==> src/rtl/radblk_pkg.sv <==
package radblk_pkg;

    typedef enum logic [1:0] {
        POS_A = 2'd0,
        POS_B = 2'd1,
        POS_C = 2'd2,
        POS_D = 2'd3
    } blk_pos_e;

    // Per-cycle actions derived from the inputs and the current state
    typedef struct packed {
        logic shift_new;    // new block enters newest register
        logic move_hold;    // parked block enters newest register (read side)
        logic load_hold;    // new block parks in holding slot
        logic drop_hold;    // holding slot emptied
        logic set_avail;
        logic set_ovf;
        logic clr;          // host read acknowledge
        logic start_timer;
        logic late_hit;
    } ctrl_t;

    // Read is applied first, then the arriving block sees the post-read state
    function automatic ctrl_t decide(input logic valid, input logic rd,
                                     input logic avail, input logic ovf,
                                     input logic hold_full, input logic expired);
        ctrl_t c;
        logic  eff_avail;
        logic  eff_ovf;
        c           = '0;
        eff_avail   = avail & ~rd;
        eff_ovf     = ovf & ~rd;
        c.clr       = rd;
        c.late_hit  = rd & expired;
        c.move_hold = rd & ~expired & hold_full;
        c.drop_hold = rd & hold_full;
        if (valid) begin
            c.set_avail   = 1'b1;
            c.start_timer = ~eff_avail;
            c.set_ovf     = eff_avail;
            if (eff_ovf)
                c.load_hold = 1'b1;
            else
                c.shift_new = 1'b1;
        end
        return c;
    endfunction

endpackage

==> src/rtl/radblk_history.sv <==
module radblk_history
    import radblk_pkg::*;
#(
    parameter int BLK_W = 18
) (
    input  logic             clk,
    input  logic             rst,
    input  ctrl_t            ctrl,
    input  logic [BLK_W-1:0] new_blk,
    output logic [BLK_W-1:0] last_q,
    output logic [BLK_W-1:0] prev_q,
    output logic             hold_full_q
);
    logic [BLK_W-1:0] hold_q;
    logic [BLK_W-1:0] mid_last;
    logic [BLK_W-1:0] mid_prev;

    // Stage 1: effect of a timely read on the visible pair
    always_comb begin
        mid_last = ctrl.move_hold ? hold_q : last_q;
        mid_prev = ctrl.move_hold ? last_q : prev_q;
    end

    // Stage 2: an arriving block shifts in on top of stage 1
    always_ff @(posedge clk) begin
        if (rst) begin
            last_q <= '0;
            prev_q <= '0;
        end else if (ctrl.shift_new) begin
            last_q <= new_blk;
            prev_q <= mid_last;
        end else begin
            last_q <= mid_last;
            prev_q <= mid_prev;
        end
    end

    always_ff @(posedge clk) begin
        if (rst) begin
            hold_q      <= '0;
            hold_full_q <= 1'b0;
        end else if (ctrl.load_hold) begin
            hold_q      <= new_blk;
            hold_full_q <= 1'b1;
        end else if (ctrl.drop_hold) begin
            hold_full_q <= 1'b0;
        end
    end

endmodule

==> src/rtl/radblk_flags.sv <==
module radblk_flags
    import radblk_pkg::*;
(
    input  logic  clk,
    input  logic  rst,
    input  ctrl_t ctrl,
    output logic  avail_q,
    output logic  ovf_q,
    output logic  irq_n_q,
    output logic  late_q
);
    logic avail_d;
    logic ovf_d;

    always_comb begin
        avail_d = (avail_q & ~ctrl.clr) | ctrl.set_avail;
        ovf_d   = (ovf_q & ~ctrl.clr) | ctrl.set_ovf;
    end

    always_ff @(posedge clk) begin
        if (rst) begin
            avail_q <= 1'b0;
            ovf_q   <= 1'b0;
            irq_n_q <= 1'b1;
            late_q  <= 1'b0;
        end else begin
            avail_q <= avail_d;
            ovf_q   <= ovf_d;
            irq_n_q <= ~avail_d;
            late_q  <= late_q | ctrl.late_hit;
        end
    end

endmodule

==> src/rtl/radblk_timer.sv <==
module radblk_timer
    import radblk_pkg::*;
#(
    parameter int LIMIT = 20
) (
    input  logic  clk,
    input  logic  rst,
    input  ctrl_t ctrl,
    input  logic  tick,
    input  logic  pending,
    output logic  expired
);
    localparam int CNT_W = $clog2(LIMIT + 1);

    logic [CNT_W-1:0] cnt_q;

    assign expired = (cnt_q == CNT_W'(LIMIT));

    always_ff @(posedge clk) begin
        if (rst || ctrl.start_timer || ctrl.clr)
            cnt_q <= '0;
        else if (tick && pending && !expired)
            cnt_q <= cnt_q + 1'b1;
    end

endmodule

==> src/rtl/radblk_buffer.sv <==
module radblk_buffer
    import radblk_pkg::*;
#(
    parameter int DATA_W  = 16,
    parameter int POS_W   = 2,
    parameter int LATE_MS = 20
) (
    input  logic                    clk,
    input  logic                    rst,
    input  logic                    dec_valid,
    input  logic [POS_W-1:0]        dec_pos,
    input  logic [DATA_W-1:0]       dec_data,
    input  logic                    ms_tick,
    input  logic                    host_rd,
    output logic [POS_W+DATA_W-1:0] last_blk,
    output logic [POS_W+DATA_W-1:0] prev_blk,
    output logic                    irq_n,
    output logic                    data_avail,
    output logic                    overrun,
    output logic                    late_read
);
    localparam int BLK_W = POS_W + DATA_W;

    ctrl_t ctrl;
    logic  hold_full;
    logic  expired;

    assign ctrl = decide(dec_valid, host_rd, data_avail, overrun, hold_full, expired);

    radblk_history #(.BLK_W(BLK_W)) u_hist (
        .clk         (clk),
        .rst         (rst),
        .ctrl        (ctrl),
        .new_blk     ({dec_pos, dec_data}),
        .last_q      (last_blk),
        .prev_q      (prev_blk),
        .hold_full_q (hold_full)
    );

    radblk_flags u_flags (
        .clk     (clk),
        .rst     (rst),
        .ctrl    (ctrl),
        .avail_q (data_avail),
        .ovf_q   (overrun),
        .irq_n_q (irq_n),
        .late_q  (late_read)
    );

    radblk_timer #(.LIMIT(LATE_MS)) u_timer (
        .clk     (clk),
        .rst     (rst),
        .ctrl    (ctrl),
        .tick    (ms_tick),
        .pending (data_avail),
        .expired (expired)
    );

endmodule

==> config.mk <==
export PLATFORM = sky130hd
export DESIGN_NAME = radblk_buffer
export DESIGN_NICKNAME = d
export VERILOG_FILES = /design/src/rtl/radblk_pkg.sv /design/src/rtl/radblk_history.sv /design/src/rtl/radblk_flags.sv /design/src/rtl/radblk_timer.sv /design/src/rtl/radblk_buffer.sv
export SDC_FILE = /design/constraint.sdc
export NUM_CORES = 1
export LEC_CHECK = 0
export BUFFER_PORTS_ARGS = -buffer_cell sky130_fd_sc_hd__buf_2
export CELL_PAD_IN_SITES_DETAIL_PLACEMENT = 1
export CELL_PAD_IN_SITES_GLOBAL_PLACEMENT = 1
export CORE_MARGIN = 4
export CORE_UTILIZATION = 41
export CTS_CLUSTER_DIAMETER = 80
export DETAILED_ROUTE_END_ITERATION = 8
export PLACE_DENSITY = 0.91
export SKIP_LAST_GASP = 1
export SLEW_MARGIN = 20
export SYNTH_ARGS = -nofsm -noshare
export SYNTH_HDL_FRONTEND = slang
export SYNTH_HIERARCHICAL = 1
export SYNTH_SLANG_ARGS = --single-unit
==> constraint.sdc <==
create_clock -name clk -period 2.2 [get_ports clk]
set_clock_uncertainty 0.05 [all_clocks]
set_input_delay 0.11 -clock clk [delete_from_list [all_inputs] [get_ports clk]]
set_output_delay 0.11 -clock clk [all_outputs]
set_load 0.05 [all_outputs]
==> flow_results.org <==
** STA
- Setup repair after global routing missed its margin :: false
- Fmax :: 502 MHz
- After layout, the minimum clock period comes to 1990 ps.
- At the pin with the least slew margin, the transition time is 401 ps.
- Post-Route Hold Slack :: 10.1 ps
- Number of slew-limit violations in the final report :: 0
- Remaining max-slew budget at the tightest pin :: 73.2%
- Adding up every negative setup slack in the final design gives 0 ps.
- After layout, the worst path uses 90.6% of the clock period.
- The number of hold violations in the final report is 0.
- Setup violations remaining at the end of the flow were counted as 0.

** Routing
- After detailed routing, the total wire length is 7610 microns.
- Total number of vias :: 2242
- Number of optimization iterations in the first detailed-route pass :: 4
- Number of routed nets with antenna violations :: 0
- After detailed routing, the average wire length per cell comes to 18.5 microns.
- DRC marker count from the first detailed-route iteration :: 90
- Post-DR vias/cell :: 5.45
- After detailed routing, the number of remaining DRC violations is 0.

** Power and ir drop
- IR drop worst, VDD :: 0.375 mV
- Leak :: 1.29 nW
- In this run the power density over the cells is 832 nW/um^2.

** Clock tree
- Clock buffers created by TritonCTS :: 9
- CTS tree :: done
- Sink Count :: 64
- CTS built an H-tree with a depth of 3.
- Buffers inserted to repair hold after CTS numbered 12.
- The number of setup buffers added after CTS is 0.
- Clk_lat worst skew :: 350 ps
- Number of gates given a new drive strength after cts :: 0
- Counting along the longest clock path gives a buffer depth of 2.
- In this run the clock root is driven by a clkbuf_8.
- Clock-pin slew was measured on the worst setup and hold paths at 70 ps.

** Floorplan
- Placement row count :: 29
- Floorplan die area :: 7860 sq um
- Number of I/O pins :: 63
- Placeable core region :: 6350 sq um
- From bottom edge to top edge, the die measures 88.7 microns.
- For this configuration, the core starts out at a cell density of 42.0%.
- Width of the die :: 88.7 microns

** Placement
- PortBufs :: 62
- After legalization and detailed placement, the total HPWL measured 4850 microns.
- Final weighted congestion in routability-driven placement :: 0.767

** Logic synthesis
- The most used flip-flop cell after synthesis is dfxtp_1.
- Net count of the mapped netlist :: 279
- Proportion of register bits with asynchronous set or reset after synthesis :: 0%
- The Yosys step of the flow raised 6 warnings.
- After synthesis, flip-flops and latches occupy 48.0% of the total area.
- In this run, synthesis produced a sequential element count of 64.
- Yosys mapped the design onto 34 distinct sky130hd cell types.
- Synthesis handed over a netlist of 254 instances.
- After synthesis, the cell types taking the most area are dfxtp_1 (48%), mux2i_1 (20%), a211oi_1 (5.1%).
- After synthesis, the largest area contributor takes up 48.0% of total cell area.
- Of all cell types, the one taking the most synthesized area is dfxtp_1.
- Number of enable flip-flop cells after synthesis :: 0
- After synthesis the cells add up to 2670 sq um.
- After synthesis, the mean cell area works out to 10.5 sq um.

** Hold path
- Sink of the worst hold path :: u_hist/hold_q[5]$_SDFFE_PP0P_
- In this run the most critical hold path is launched from dec_data[5].
- Along the worst hold path, the cell count comes to 3.
- Worst Hold Class :: primary input to flip-flop

** Cells and area
- Leaving out fill and tap cells, the most frequent cells in the layout are dfxtp_1 (64), buf_2 (62), mux2i_1 (54).
- The area growth from synthesis to layout is 26.7%.
- Count of antenna diodes in the layout :: 0
- Most common cell after layout, fill and taps aside :: dfxtp_1
- Number of nets in the layout :: 354
- Layout cell share with drive strength beyond 1 :: 28.1%
- Core Util, Final :: 53.2%

** Global routing
- Number of antenna violations at the first check in global routing :: 0
- Number of global-route vias before repair :: 2505
- Global routing used 20.7% of the available tracks.
- Largest net degree at the start of global routing :: 37
- Remaining global-route overflow :: 0
- The first global-routing pass estimated 12400 microns of wire.

** Critical path
- The worst setup path is of the flip-flop to flip-flop kind.
- Kind of capture point of the worst setup path :: flip-flop
- At the worst endpoint, the required time is 2360 ps.
- WP data arrival :: 2150 ps
- In this run the critical register-to-register path is captured at u_hist/last_q[4]$_SDFF_PP0_.
- On the worst path, the slowest cell contributes a delay of 390 ps.
- R2R Path Start :: u_timer/cnt_q[0]$_SDFFE_PP0P_
- The worst setup path is launched from a flip-flop.
- Walking the worst path, the cells encountered are inv_1 -> ha_1 -> nand4b_2 -> inv_2 -> nor2b_4 -> buf_12 -> mux2i_1 -> a211oi_1.
- For flop-to-flop paths, the worst setup slack is 210 ps.
- Counting cells, the worst reg-to-reg path comes to 8.
- Along the worst path, the maximum fanout reaches 36.
- Standard cell with the maximum stage delay on the critical path :: dfxtp_1

** Flow run
- Number of maximum-capacitance violations :: 0

** Status
- The flow ran to the end, and the final reports show no timing, DRC or antenna violations.
routing by layer:
layer / global-route usage [%] / wire length, microns
met5: 0 / 0
met4: 12.4 / 233
met2: 36.4 / 3940
met1: 22.7 / 3080
met3: 4.66 / 356
flip-flops by register name, summed over array words and instances (netlist names):
register / count
u_hist/hold_q: 18
u_flags/irq_n_q: 1
u_flags/late_q: 1
u_timer/cnt_q: 5
u_hist/prev_q: 18
u_hist/hold_full_q: 1
u_flags/avail_q: 1
u_flags/ovf_q: 1
u_hist/last_q: 18
worst max-delay path, delay by kind of cell, from the launching register on:
| family | cells | cell delay, ps |
|---|---|---|
| muxes | 1 | 380 |
| DFF | 1 | 390 |
| and+or+nand+nor | 2 | 260 |
| AOI/OAI and AO/OA | 1 | 150 |
| buffers and inverters | 3 | 420 |
| adders and majority gates | 1 | 200 |
power breakdown:
part	internal, mW	switching [mW]
sequential	1.20	0.0322
combinational	0.114	0.267
clock	0.731	0.467
metrics by stage:
step | area (sq um) | power [mW] | setup WS, ps | instances
after floorplan | 2670 | 1.51 | 524 | 254
after global placement | 3020 | 1.61 | 444 | 383
after detailed placement | 3020 | 1.62 | 340 | 383
after CTS | 3380 | 2.84 | 282 | 411
after global routing | 3380 | 2.92 | 164 | 411
final | 3380 | 2.81 | 208 | 411
synthesized netlist by cell type (all sizes together), types with 3 or more instances:
master and number:
nor2 20, nand2b 3, a211oi 18, nor2b 20, or3 3, inv 7, o21ai 4, mux2i 54
buf 15, a21oi 7, dfxtp 64, o22ai 18
final cells by class:
type	instances	area (sq um)
Clock buffer	12	165
Clock inverter	4	75.1
Fill cell	712	2970
Inverter	7	26.3
Multi-Input combinational cell	166	1240
Sequential cell	64	1280
Tap cell	77	96.3
Timing Repair Buffer	81	495
cells by family (layout without fill, tap and decap cells):
logic type | count (synthesis) | in the layout | synth area share (%)
AOI/OAI and AO/OA | 51 | 51 | 12.6
xor gates and xnor gates | 1 | 1 | 0.328
adders and majority gates | 2 | 2 | 0.937
buffers and inverters | 24 | 104 | 5.63
DFF | 64 | 64 | 48.0
muxes | 54 | 54 | 20.3
and+or+nand+nor | 58 | 58 | 12.3
worst max path at each step:
stage / from / end / slack (ps) / cells past startpoint
finish: u_timer/cnt_q[0]$_SDFFE_PP0P_ / u_hist/last_q[4]$_SDFF_PP0_ / 210 / 8
floorplan: u_timer/cnt_q[0]$_SDFFE_PP0P_ / u_hist/prev_q[10]$_SDFFE_PP0P_ / 520 / 9
CTS: u_timer/cnt_q[0]$_SDFFE_PP0P_ / u_hist/prev_q[15]$_SDFFE_PP0P_ / 280 / 8
global placement: u_timer/cnt_q[0]$_SDFFE_PP0P_ / u_hist/last_q[9]$_SDFF_PP0_ / 440 / 8
global route: u_timer/cnt_q[0]$_SDFFE_PP0P_ / u_hist/last_q[4]$_SDFF_PP0_ / 160 / 8
detailed placement: u_timer/cnt_q[0]$_SDFFE_PP0P_ / u_hist/last_q[4]$_SDFF_PP0_ / 340 / 8
No activity file was read; power rests on OpenSTA's default activity.
